--- src/rtl/fault_rpt_pkg.sv ---
package fault_rpt_pkg;

    typedef enum logic [1:0] {
        PIN_TWEET = 2'b00,
        PIN_CLIP  = 2'b01,
        PIN_OTW   = 2'b10,
        PIN_NONE  = 2'b11
    } pin_src_e;

    typedef struct packed {
        logic pv_ov;
        logic pv_uv;
        logic av_uv;
        logic cp_uv;
        logic otsd;
        logic otw;
        logic [1:0] otw_lvl;
    } glob_mon_t;

    function automatic logic [2:0] warn_field(input logic w, input logic [1:0] lvl);
        return w ? {lvl, 1'b1} : 3'b000;
    endfunction

    function automatic logic [7:0] pack_glob_set(input glob_mon_t m,
                                                 input logic any_oc,
                                                 input logic any_dco);
        return {m.pv_ov, m.pv_uv, m.av_uv, m.cp_uv, m.otsd, any_oc, any_dco, m.otw};
    endfunction

    function automatic logic [7:0] pack_live(input glob_mon_t m);
        return {warn_field(m.otw, m.otw_lvl), m.otsd, m.cp_uv, m.av_uv, m.pv_uv, m.pv_ov};
    endfunction

endpackage

--- src/rtl/fault_sticky_reg.sv ---
module fault_sticky_reg #(
    parameter int W = 8
) (
    input  logic         clk,
    input  logic         rst,
    input  logic [W-1:0] set_i,
    input  logic         clr_i,
    output logic [W-1:0] q_o
);

    always_ff @(posedge clk) begin
        if (rst) q_o <= '0;
        else     q_o <= (clr_i ? '0 : q_o) | set_i;
    end

    a_r2_set_sticks: assert property (@(posedge clk) disable iff (rst)
        (set_i != '0) |=> ((q_o & $past(set_i)) == $past(set_i)));

    a_r4_clear_idle: assert property (@(posedge clk) disable iff (rst)
        (clr_i && set_i == '0) |=> (q_o == '0));

    a_r4_no_drop: assert property (@(posedge clk) disable iff (rst)
        !clr_i |=> ((q_o & $past(q_o)) == $past(q_o)));

endmodule

--- src/rtl/fault_action.sv ---
module fault_action #(
    parameter int NUM_CH = 4
) (
    input  logic              por_i,
    input  logic              ldump_i,
    input  logic [3:0]        sup_live_i,
    input  logic [3:0]        sup_lat_i,
    input  logic              otsd_live_i,
    input  logic              otsd_lat_i,
    input  logic [NUM_CH-1:0] oc_eff_i,
    input  logic [NUM_CH-1:0] dco_eff_i,
    input  logic              dco_noshut_i,
    output logic              standby_o,
    output logic              all_hiz_o,
    output logic [NUM_CH-1:0] ch_hiz_o,
    output logic              hard_mute_o,
    output logic              fault_pd_o
);

    logic otsd_eff;
    logic sup_eff;

    always_comb begin
        otsd_eff    = otsd_live_i | otsd_lat_i;
        sup_eff     = |(sup_live_i | sup_lat_i);
        standby_o   = por_i | ldump_i | otsd_eff;
        hard_mute_o = por_i | otsd_eff;
        all_hiz_o   = sup_eff;
        fault_pd_o  = por_i | ldump_i | otsd_eff | sup_eff | (|oc_eff_i) | (|dco_eff_i);
    end

    for (genvar c = 0; c < NUM_CH; c++) begin : g_ch
        assign ch_hiz_o[c] = oc_eff_i[c] | (dco_eff_i[c] & ~dco_noshut_i);
    end

endmodule

--- src/rtl/indicator_mux.sv ---
module indicator_mux #(
    parameter int NUM_CH = 4
) (
    input  fault_rpt_pkg::pin_src_e sel_i,
    input  logic                    fold_rpt_i,
    input  logic                    tweet_i,
    input  logic                    clip_i,
    input  logic                    otw_i,
    input  logic [NUM_CH-1:0]       fold_i,
    output logic                    pd_o
);
    import fault_rpt_pkg::*;

    logic src;

    always_comb begin
        unique case (sel_i)
            PIN_TWEET: src = tweet_i;
            PIN_CLIP:  src = clip_i;
            PIN_OTW:   src = otw_i;
            default:   src = 1'b0;
        endcase
        pd_o = src | (fold_rpt_i & (|fold_i));
    end

endmodule

--- src/rtl/fault_report_unit.sv ---
module fault_report_unit
    import fault_rpt_pkg::*;
#(
    parameter int NUM_CH = 4
) (
    input  logic                  clk,
    input  logic                  rst,
    input  logic                  por_i,
    input  logic                  ldump_i,
    input  logic                  pv_ov_i,
    input  logic                  pv_uv_i,
    input  logic                  av_uv_i,
    input  logic                  cp_uv_i,
    input  logic                  otsd_i,
    input  logic                  otw_i,
    input  logic [1:0]            otw_lvl_i,
    input  logic [NUM_CH-1:0]     oc_i,
    input  logic [NUM_CH-1:0]     dco_i,
    input  logic                  clip_i,
    input  logic                  tweet_i,
    input  logic [NUM_CH-1:0]     fold_i,
    input  logic [1:0]            cfg_pin_sel_i,
    input  logic                  cfg_fold_rpt_i,
    input  logic                  cfg_dco_noshut_i,
    input  logic                  rd_glob_i,
    input  logic                  rd_chan_i,
    output logic [7:0]            glob_lat_o,
    output logic [2*NUM_CH-1:0]   chan_lat_o,
    output logic [7:0]            live_o,
    output logic                  standby_o,
    output logic                  all_hiz_o,
    output logic [NUM_CH-1:0]     ch_hiz_o,
    output logic                  hard_mute_o,
    output logic                  fault_pd_o,
    output logic                  clipotw_pd_o
);

    localparam int CW = 2 * NUM_CH;

    glob_mon_t         mon;
    logic [7:0]        glob_set;
    logic [CW-1:0]     chan_set;
    logic [NUM_CH-1:0] oc_eff;
    logic [NUM_CH-1:0] dco_eff;
    pin_src_e          pin_sel;

    always_comb begin
        mon.pv_ov   = pv_ov_i;
        mon.pv_uv   = pv_uv_i;
        mon.av_uv   = av_uv_i;
        mon.cp_uv   = cp_uv_i;
        mon.otsd    = otsd_i;
        mon.otw     = otw_i;
        mon.otw_lvl = otw_lvl_i;
        glob_set    = pack_glob_set(mon, |oc_i, |dco_i);
        chan_set    = {dco_i, oc_i};
        live_o      = pack_live(mon);
        oc_eff      = oc_i  | chan_lat_o[NUM_CH-1:0];
        dco_eff     = dco_i | chan_lat_o[CW-1:NUM_CH];
        pin_sel     = pin_src_e'(cfg_pin_sel_i);
    end

    fault_sticky_reg #(.W(8)) u_glob (
        .clk(clk), .rst(rst), .set_i(glob_set), .clr_i(rd_glob_i), .q_o(glob_lat_o)
    );

    fault_sticky_reg #(.W(CW)) u_chan (
        .clk(clk), .rst(rst), .set_i(chan_set), .clr_i(rd_chan_i), .q_o(chan_lat_o)
    );

    fault_action #(.NUM_CH(NUM_CH)) u_act (
        .por_i(por_i),
        .ldump_i(ldump_i),
        .sup_live_i({pv_ov_i, pv_uv_i, av_uv_i, cp_uv_i}),
        .sup_lat_i(glob_lat_o[7:4]),
        .otsd_live_i(otsd_i),
        .otsd_lat_i(glob_lat_o[3]),
        .oc_eff_i(oc_eff),
        .dco_eff_i(dco_eff),
        .dco_noshut_i(cfg_dco_noshut_i),
        .standby_o(standby_o),
        .all_hiz_o(all_hiz_o),
        .ch_hiz_o(ch_hiz_o),
        .hard_mute_o(hard_mute_o),
        .fault_pd_o(fault_pd_o)
    );

    indicator_mux #(.NUM_CH(NUM_CH)) u_pin (
        .sel_i(pin_sel),
        .fold_rpt_i(cfg_fold_rpt_i),
        .tweet_i(tweet_i),
        .clip_i(clip_i),
        .otw_i(otw_i),
        .fold_i(fold_i),
        .pd_o(clipotw_pd_o)
    );

    a_r8_otsd_holds_standby: assert property (@(posedge clk) disable iff (rst)
        otsd_i |=> (standby_o && hard_mute_o && fault_pd_o));

    a_r6_uv_holds_hiz: assert property (@(posedge clk) disable iff (rst)
        (pv_uv_i || cp_uv_i) |=> all_hiz_o);

    a_r9_hiz_needs_fault: assert property (@(posedge clk) disable iff (rst)
        (ch_hiz_o != '0 || all_hiz_o) |-> fault_pd_o);

    a_r9_noshut_quiet: assert property (@(posedge clk) disable iff (rst)
        (cfg_dco_noshut_i && oc_i == '0 && chan_lat_o[NUM_CH-1:0] == '0) |-> (ch_hiz_o == '0));

    a_r11_pin_idle: assert property (@(posedge clk) disable iff (rst)
        (cfg_pin_sel_i == 2'b11 && !cfg_fold_rpt_i) |-> !clipotw_pd_o);

endmodule

--- config.mk ---
export PLATFORM = sky130hd
export DESIGN_NAME = fault_report_unit
export DESIGN_NICKNAME = d
export VERILOG_FILES = /design/src/rtl/fault_rpt_pkg.sv /design/src/rtl/fault_sticky_reg.sv /design/src/rtl/fault_action.sv /design/src/rtl/indicator_mux.sv /design/src/rtl/fault_report_unit.sv
export SDC_FILE = /design/constraint.sdc
export NUM_CORES = 1
export LEC_CHECK = 0
export BUFFER_PORTS_ARGS = -buffer_cell sky130_fd_sc_hd__buf_4
export CORE_MARGIN = 10
export CORE_UTILIZATION = 32
export DETAILED_ROUTE_END_ITERATION = 10
export PLACE_DENSITY = 0.66
export SLEW_MARGIN = 20
export SYNTH_ARGS = -nofsm -noshare
export SYNTH_HDL_FRONTEND = slang
export SYNTH_HIERARCHICAL = 1
export SYNTH_SLANG_ARGS = --single-unit
--- constraint.sdc ---
create_clock -name clk -period 3.1 [get_ports clk]
set_input_delay 0.31 -clock clk [delete_from_list [all_inputs] [get_ports clk]]
set_output_delay 0.31 -clock clk [all_outputs]
set_load 0.01 [all_outputs]
==> results.txt, run 1 <==
Final Skew: 0 ps
GRT Overall Usage: 10.5%
Setup total negative slack: 0 ps
Post-CTS resize count: 0
Mapped Area: 865 µm²
Layout Nets: 195
Yosys warns: 6
Worst r2r src: u_chan/q_o[3]
Hold Path Class: input port to register
Slowest-stage cell, CP: dfxtp_1
Worst-Margin Slew: 250 ps
RSZ-0062 raised after global routing: false
Post-synthesis sequential area ratio: 37.0%
Pwr/cell area: 366 nW/µm²
Max Cap Viol: 0
Final setup violation count: 0
Core Area: 2520 µm²
Share of cells above drive strength 1: 53.7%
Max_slew headroom: 83.1%
Main combinational cell family by area after synthesis: simple AND/OR/NAND/NOR gates
Syn Inst Count: 102
Setup ws final: 1010 ps
Post-Syn Area per Cell: 8.48 µm²
Worst-path clk slew: 90 ps
Chip height: 72.0 µm
Ant diodes: 0
Setup WS pre-CTS: 1220 ps
Cts hold-fix bufs: 0
First-pass GRT wire length: 4510 µm
# DRC: 0
Post-layout min period: 2090 ps
Cell Rows: 18
Simple-Gate Fraction of Synth Area: 30.0%
1st-pass router iterations: 3
Final Util: 54.1%
Cells after DPL: 188
Largest net degree at the start of global routing: 17
WP data required: 2790 ps
Crit path DAT: 1780 ps
Total CTS buffers: 3
CP cell instances: or2_2 -> nor4_1 -> nand2_1 -> or3_1 -> buf_4
H-tree depth: 1
Via count: 893
Number of global-route vias before repair: 955
Final Cell Area: 1360 µm²
Top delay family on crit path: simple AND/OR/NAND/NOR gates
Post-place instance area: 1330 µm²
Clock sinks: 16
# Post-CTS Setup Buffers: 0
Worst vdd ir: 0.264 mV
IO Pins: 65
RePlAce Congestion: 0.830
Worst path bufs/invs: 1
Syn nets: 134
Initial Util: 34.3%
Routed vias/inst: 4.65
FF+latch count, synth: 16
Post-Layout Cell Count: 192
PortBufs: 64
Crit path launch: u_chan/q_o[1]
Crit path largest cell delay: 330 ps
Clk Latency, worst-skew pair: 280 ps
Fill count: 246
Antenna viol nets, final: 0
Critical path startpoint category: register
P&R area growth vs syn: 57.7%
Post-Synth Adder-Cell Area: 0%
Mux cell area share after synthesis: 1.16%
CTS tree: built
Avg WL per Cell: 14.3 µm
Die ar.: 5180 µm²
Initial antenna violation count: 0
Final WL: 2740 µm
CP Capture Type: primary output
Synth Area in XOR/XNOR: 0%
Status: finished, final reports clean
Post-synthesis compound-gate area fraction: 18.1%
Hold Crit Start: dco_i[2]
Clock Tree Buf Depth: 2
Fmax: 478 MHz
GR Overflow Total: 0
Static leakage: 0.700 nW
Root Buffer: clkbuf_4
Final period util: 67.5%
Yosys cell types: 21
Final hold violation count: 0
DRT iter0 DRCs: 37
Die width: 72.0 µm
HPWL after DPL: 2320 µm
Critical path type: register to primary output
Crit-path max FO: 3
Final-report max-slew violation count: 0
path summary, 6_finish.rpt:
path,depth (start not counted),to,slack (ps)
max,5,fault_pd_o,1010
min,3,u_chan/q_o[6],270
max reg2reg,2,u_chan/q_o[3],2440
min reg2reg,2,u_glob/q_o[2],480
worst min-delay path, delay by kind of cell:
kind            cells  cell delay (ps)
buf+inv             2              150
compound gates      1               50
power breakdown:
part	total (mW)	switching (mW)	internal, mW
clock network	0.134	0.0630	0.0715
logic	0.135	0.0567	0.0786
registers	0.230	0.0106	0.219
total	0.499	0.130	0.369
cell usage after synthesis, drive strengths merged:
cell type	n	area share [%]
a21o	4	3.5
nand2	2	0.87
nand2b	16	13
buf	6	5.2
inv	17	7.4
o211ai	1	0.87
or3	2	2.0
nor4	4	2.9
mux2i	1	1.2
dfxtp	16	37
nand3b	1	0.87
or2	9	6.8
clkbuf	2	1.2
or4	2	1.7
o41ai	1	1.9
and2	2	1.4
a21oi	16	12
through the flow:
step                      power, mW  hold WS [ps]
after CTS                     0.515           249
after floorplan               0.293           439
final                         0.499           272
after detailed placement      0.372           465
after global placement        0.369           461
after global routing          0.534           264
per-layer routing:
metal	wire (µm)	track usage, %
met2	964	13.2
met1	1250	13.2
met5	0	0
met3	520	7.35
met4	8	3.87
flip-flops by register name, summed over array words and instances (netlist names):
signal,cells
u_chan/q_o,8
u_glob/q_o,8
logic make-up after synthesis:
| group | after synthesis |
|---|---|
| AOI/OAI and AO/OA | 22 |
| and+or+nand+nor | 38 |
| muxes | 1 |
| DFF | 16 |
| buffers and inverters | 25 |
area by class of cell:
| type | instances | area, µm² | area share (%) |
|---|---|---|---|
| Sequential cell | 16 | 320 | 23.5 |
| Multi-Input combinational cell | 61 | 425 | 31.2 |
| Tap cell | 30 | 37.5 | 2.75 |
| Timing Repair Buffer | 64 | 480 | 35.2 |
| Clock buffer | 4 | 36.3 | 2.66 |
| Inverter | 17 | 63.8 | 4.68 |
cell usage in the layout, fill, tap and decap left out:
master	count
o41ai_2	1
nand2b_4	2
buf_4	64
nand3b_1	1
a21oi_1	10
a21o_1	4
nor4_1	4
clkbuf_4	3
mux2i_1	1
clkbuf_8	1
or3_1	1
dfxtp_1	16
o211ai_1	1
a21oi_2	6
or2_2	8
or3_4	1
or4_1	2
inv_1	17
and2_1	2
nand2b_1	14
or2_4	1
nand2_1	2
Power figures use the tool's default switching activity.
==> inputs of run 2 (changes only) <==
--- a/config.mk
+++ b/config.mk
@@ -9,7 +9,7 @@
 export CORE_MARGIN = 10
 export CORE_UTILIZATION = 32
 export DETAILED_ROUTE_END_ITERATION = 10
-export PLACE_DENSITY = 0.66
+export PLACE_DENSITY = 0.69
 export SLEW_MARGIN = 20
 export SYNTH_ARGS = -nofsm -noshare
 export SYNTH_HDL_FRONTEND = slang
==> constraint.sdc (replaced) <==
create_clock -name clk -period 1.85 [get_ports clk]
set_input_delay 0.185 -clock clk [delete_from_list [all_inputs] [get_ports clk]]
set_output_delay 0.185 -clock clk [all_outputs]
set_load 0.01 [all_outputs]
==> results.txt, run 2 (synthesis results as in run 1) <==
Status: complete, but fails checks
Failing checks: setup timing
Worst-Margin Slew: 224 ps
WP data required: 1660 ps
Max_slew headroom: 84.9%
Initial antenna violation count: 0
Largest net degree at the start of global routing: 17
Crit path DAT: 1720 ps
Critical path startpoint category: register
Routed vias/inst: 4.61
Number of global-route vias before repair: 988
Static leakage: 0.746 nW
Via count: 918
FF-to-FF setup slack: 1040 ps
CP Capture Type: primary output
GRT Overall Usage: 10.6%
Antenna viol nets, final: 0
Hold Path Class: input port to register
Hold Path Depth: 3
Initial Util: 34.3%
Worst r2r src: u_chan/q_o[3]
Final Util: 58.0%
Most frequent cells in the layout: 70 x buf_4, 17 x inv_1, 14 x nand2b_1
PortBufs: 64
WL met3: 439 µm
Final WL: 2960 µm
First-pass GRT wire length: 4550 µm
Total CTS buffers: 3
HPWL after DPL: 2370 µm
H-tree depth: 1
1st-pass router iterations: 4
Worst Hold Path EP: u_chan/q_o[1]
DRT iter0 DRCs: 50
Worst-path clk slew: 90 ps
Clk Latency, worst-skew pair: 290 ps
Layout Nets: 202
Core Area: 2520 µm²
IO Pins: 65
Root Buffer: clkbuf_4
Share of cells above drive strength 1: 62.7%
Final-report max-slew violation count: 0
RSZ-0062 raised after global routing: true
Final hold violation count: 0
Post-layout min period: 1900 ps
Die ar.: 5180 µm²
Hold Crit Start: oc_i[1]
Final period util: 103%
Hold Slack: 140 ps
Setup ws final: -53.8 ps
Worst r2r path cells: 4
Final Cell Area: 1460 µm²
Final Skew: 0 ps
Max Cap Viol: 0
Post-place instance area: 1330 µm²
Crit-path max FO: 2
Pwr/cell area: 596 nW/µm²
Critical path type: register to primary output
P&R area growth vs syn: 69.3%
RePlAce Congestion: 0.719
Reg2reg end: u_chan/q_o[3]
Fill count: 236
Cells after DPL: 188
CTS tree: built
# DRC: 0
GR Overflow Total: 0
Post-Layout Cell Count: 199
Final setup violation count: 1
Design Power: 0.872 mW
Clock sinks: 16
Commonest non-fill, non-tap cell in the layout: buf_4
Top layer in use: met4
Ant diodes: 0
Die width: 72.0 µm
Worst vdd ir: 0.380 mV
Avg WL per Cell: 14.9 µm
Cell Rows: 18
WL met2: 1180 µm
Fmax: 525 MHz
Cts hold-fix bufs: 0
M1 WL: 1320 µm
Chip height: 72.0 µm
Clock Tree Buf Depth: 2
Biggest regs: u_chan/q_o: 8 flops, u_glob/q_o: 8 flops
[run 2: cell type report]
class | instances | area [µm²] | share of cell area (%)
timing repair buffer | 71 | 537 | 36.7
multi-input combinational | 61 | 458 | 31.3
sequential | 16 | 332 | 22.6
inverter | 17 | 63.8 | 4.36
tap | 30 | 37.5 | 2.56
clock buffer | 4 | 36.3 | 2.48
[run 2: power breakdown]
group,total [mW],switching (mW),internal (mW)
logic,0.256,0.107,0.149
clock network,0.232,0.112,0.120
registers,0.384,0.0147,0.370
[run 2: worst max path at each step]
stage,slack [ps],start,cells after the start,endpoint
floorplan,250,u_glob/q_o[3],3,fault_pd_o
global placement,240,u_chan/q_o[3],5,fault_pd_o
detailed placement,200,u_chan/q_o[3],5,fault_pd_o
CTS,-70,u_glob/q_o[3],4,fault_pd_o
global route,-100,u_glob/q_o[3],4,fault_pd_o
finish,-50,u_glob/q_o[3],4,fault_pd_o
[run 2: routing by layer]
metal / global-route usage, % / up-vias
li1: - / 457
met1: 12.6 / 398
met2: 15.0 / 59
met3: 6.67 / 4
met4: 3.87 / 0
met5: 0 / -
[run 2: stage by stage]
stage                     TNS (ps)  setup WS [ps]
after floorplan                  0            247
after global placement           0            236
after detailed placement         0            199
after CTS                    -70.1          -70.1
after global routing         -97.6          -97.6
final                        -53.8          -53.8
[run 2: critical path, cell delays in order (launching register included)]
cell and delay [ps]:
dfxtp_2 330, or3_4 360, or2_4 240, or3_4 380, buf_6 130
[run 2: timing repair]
action                     4_1_cts  5_1_grt
buffers inserted                 5        2
resized for setup               10        9
pin swaps                        2        3
setup endpoints to repair        1        1
==> inputs of run 3 (changes only) <==
--- a/config.mk
+++ b/config.mk
@@ -9,6 +9,7 @@
 export CORE_MARGIN = 10
 export CORE_UTILIZATION = 32
 export DETAILED_ROUTE_END_ITERATION = 10
+export MAX_ROUTING_LAYER = met4
 export PLACE_DENSITY = 0.69
 export SLEW_MARGIN = 20
 export SYNTH_ARGS = -nofsm -noshare
==> results.txt, run 3 (synthesis results as in run 1) <==
Status: complete, but fails checks
Failing checks: setup timing
RePlAce Congestion: 0.727
Clock Tree Buf Depth: 2
Post-layout min period: 1900 ps
Worst-path clk slew: 100 ps
Critical path startpoint category: register
CP Capture Type: primary output
Design Power: 0.873 mW
Cell Rows: 18
Share of cells above drive strength 1: 62.7%
Final period util: 103%
Cells after DPL: 188
Chip height: 72.0 µm
Final hold violation count: 0
Biggest regs: u_chan/q_o: 8 flops, u_glob/q_o: 8 flops
Root Buffer: clkbuf_4
Setup ws final: -54.1 ps
# DRC: 0
Fmax: 525 MHz
M3 GR Usage: 5.31%
CTS tree: built
Layout Nets: 202
HPWL after DPL: 2370 µm
IO Pins: 65
Largest net degree at the start of global routing: 17
Final-report max-slew violation count: 0
Worst path bufs/invs: 1
Max_slew headroom: 84.9%
Setup WS pre-CTS: 199 ps
Number of global-route vias before repair: 989
Most frequent cells in the layout: 70 x buf_4, 17 x inv_1, 14 x nand2b_1
CP cell instances: or3_4 -> or2_4 -> or3_4 -> buf_6
Final WL: 2970 µm
Commonest non-fill, non-tap cell in the layout: buf_4
Critical path type: register to primary output
Initial antenna violation count: 0
GRT Overall Usage: 10.9%
Met2 Usage GRT: 15.1%
Top delay family on crit path: simple AND/OR/NAND/NOR gates
Hold Path Class: input port to register
Crit-path max FO: 2
GR Layer Usage met1: 13.2%
DRT iter0 DRCs: 53
Pwr/cell area: 596 nW/µm²
P&R area growth vs syn: 69.3%
Via count: 925
1st-pass router iterations: 4
GR Overflow Total: 0
Setup total negative slack: -54.1 ps
Static leakage: 0.746 nW
Slowest-stage cell, CP: or3_4
Worst-Margin Slew: 224 ps
Final setup violation count: 1
First-pass GRT wire length: 4530 µm
GR peak layer: met2
Core Area: 2520 µm²
Die ar.: 5180 µm²
H-tree depth: 1
Post-Layout Cell Count: 199
Avg WL per Cell: 14.9 µm
WP data required: 1660 ps
Crit path DAT: 1720 ps
Crit path top cell by count: or3_4
Max Cap Viol: 0
RSZ-0062 raised after global routing: true
Fill count: 236
Total CTS buffers: 3
Initial Util: 34.3%
Crit path largest cell delay: 380 ps
Ant diodes: 0
Final Skew: 0 ps
Die width: 72.0 µm
Clock sinks: 16
Hold Slack: 139 ps
Clk Latency, worst-skew pair: 290 ps
Routed vias/inst: 4.65
Cts hold-fix bufs: 0
PortBufs: 64
Worst vdd ir: 0.380 mV
Antenna viol nets, final: 0
[run 3: cell counts in the layout (fill, tap and decap cells not counted)]
Identical to the previous run, type by type.
[run 3: path summary, 6_finish.rpt]
check,start,to,slack (ps),cells past startpoint
setup / recovery,u_glob/q_o[3],fault_pd_o,-50,4
hold / removal,oc_i[1],u_chan/q_o[1],140,3
setup reg to reg,u_chan/q_o[3],u_chan/q_o[3],1040,4
hold reg to reg,u_glob/q_o[1],u_glob/q_o[1],480,2
[run 3: timing repair]
| action | CTS | global route |
|---|---|---|
| setup endpoints to repair | 1 | 1 |
| pin swaps | 2 | 3 |
| gates resized for setup | 10 | 9 |
| buffers inserted | 5 | 2 |
[run 3: metal layers]
layer / routed length (µm) / share of wire (%)
met1: 1390 / 47
met2: 1190 / 40
met3: 363 / 12
met4: 25 / 0.84
met5: 0 / 0
[run 3: power by group]
part	internal (mW)	total, mW	leakage (nW)	switching (mW)
Clock	0.120	0.232	0.0210	0.112
Sequential	0.370	0.384	0.136	0.0148
Combinational	0.149	0.256	0.589	0.107
[run 3: through the flow]
stage | util [%] | instance area (µm²)
after floorplan | - | 865
after global placement | 52.6 | 1330
after detailed placement | 52.6 | 1330
after CTS | 56.6 | 1430
after global routing | 58.0 | 1460
final | 58.0 | 1460
[run 3: cell type report]
| class | instances | area [µm²] | share of cell area [%] |
|---|---|---|---|
| clock buffers | 4 | 36.3 | 2.48 |
| multi-input cells | 61 | 458 | 31.3 |
| well taps | 30 | 37.5 | 2.56 |
| inverters | 17 | 63.8 | 4.36 |
| repair buffers | 71 | 537 | 36.7 |
| flip-flops and latches | 16 | 332 | 22.6 |
[run 3: worst register-to-register path, cell delays in order (launching register included)]
cell	delay (ps)
dfxtp_2	330
buf_4	120
buf_4	140
nand2b_4	60
a21oi_2	40
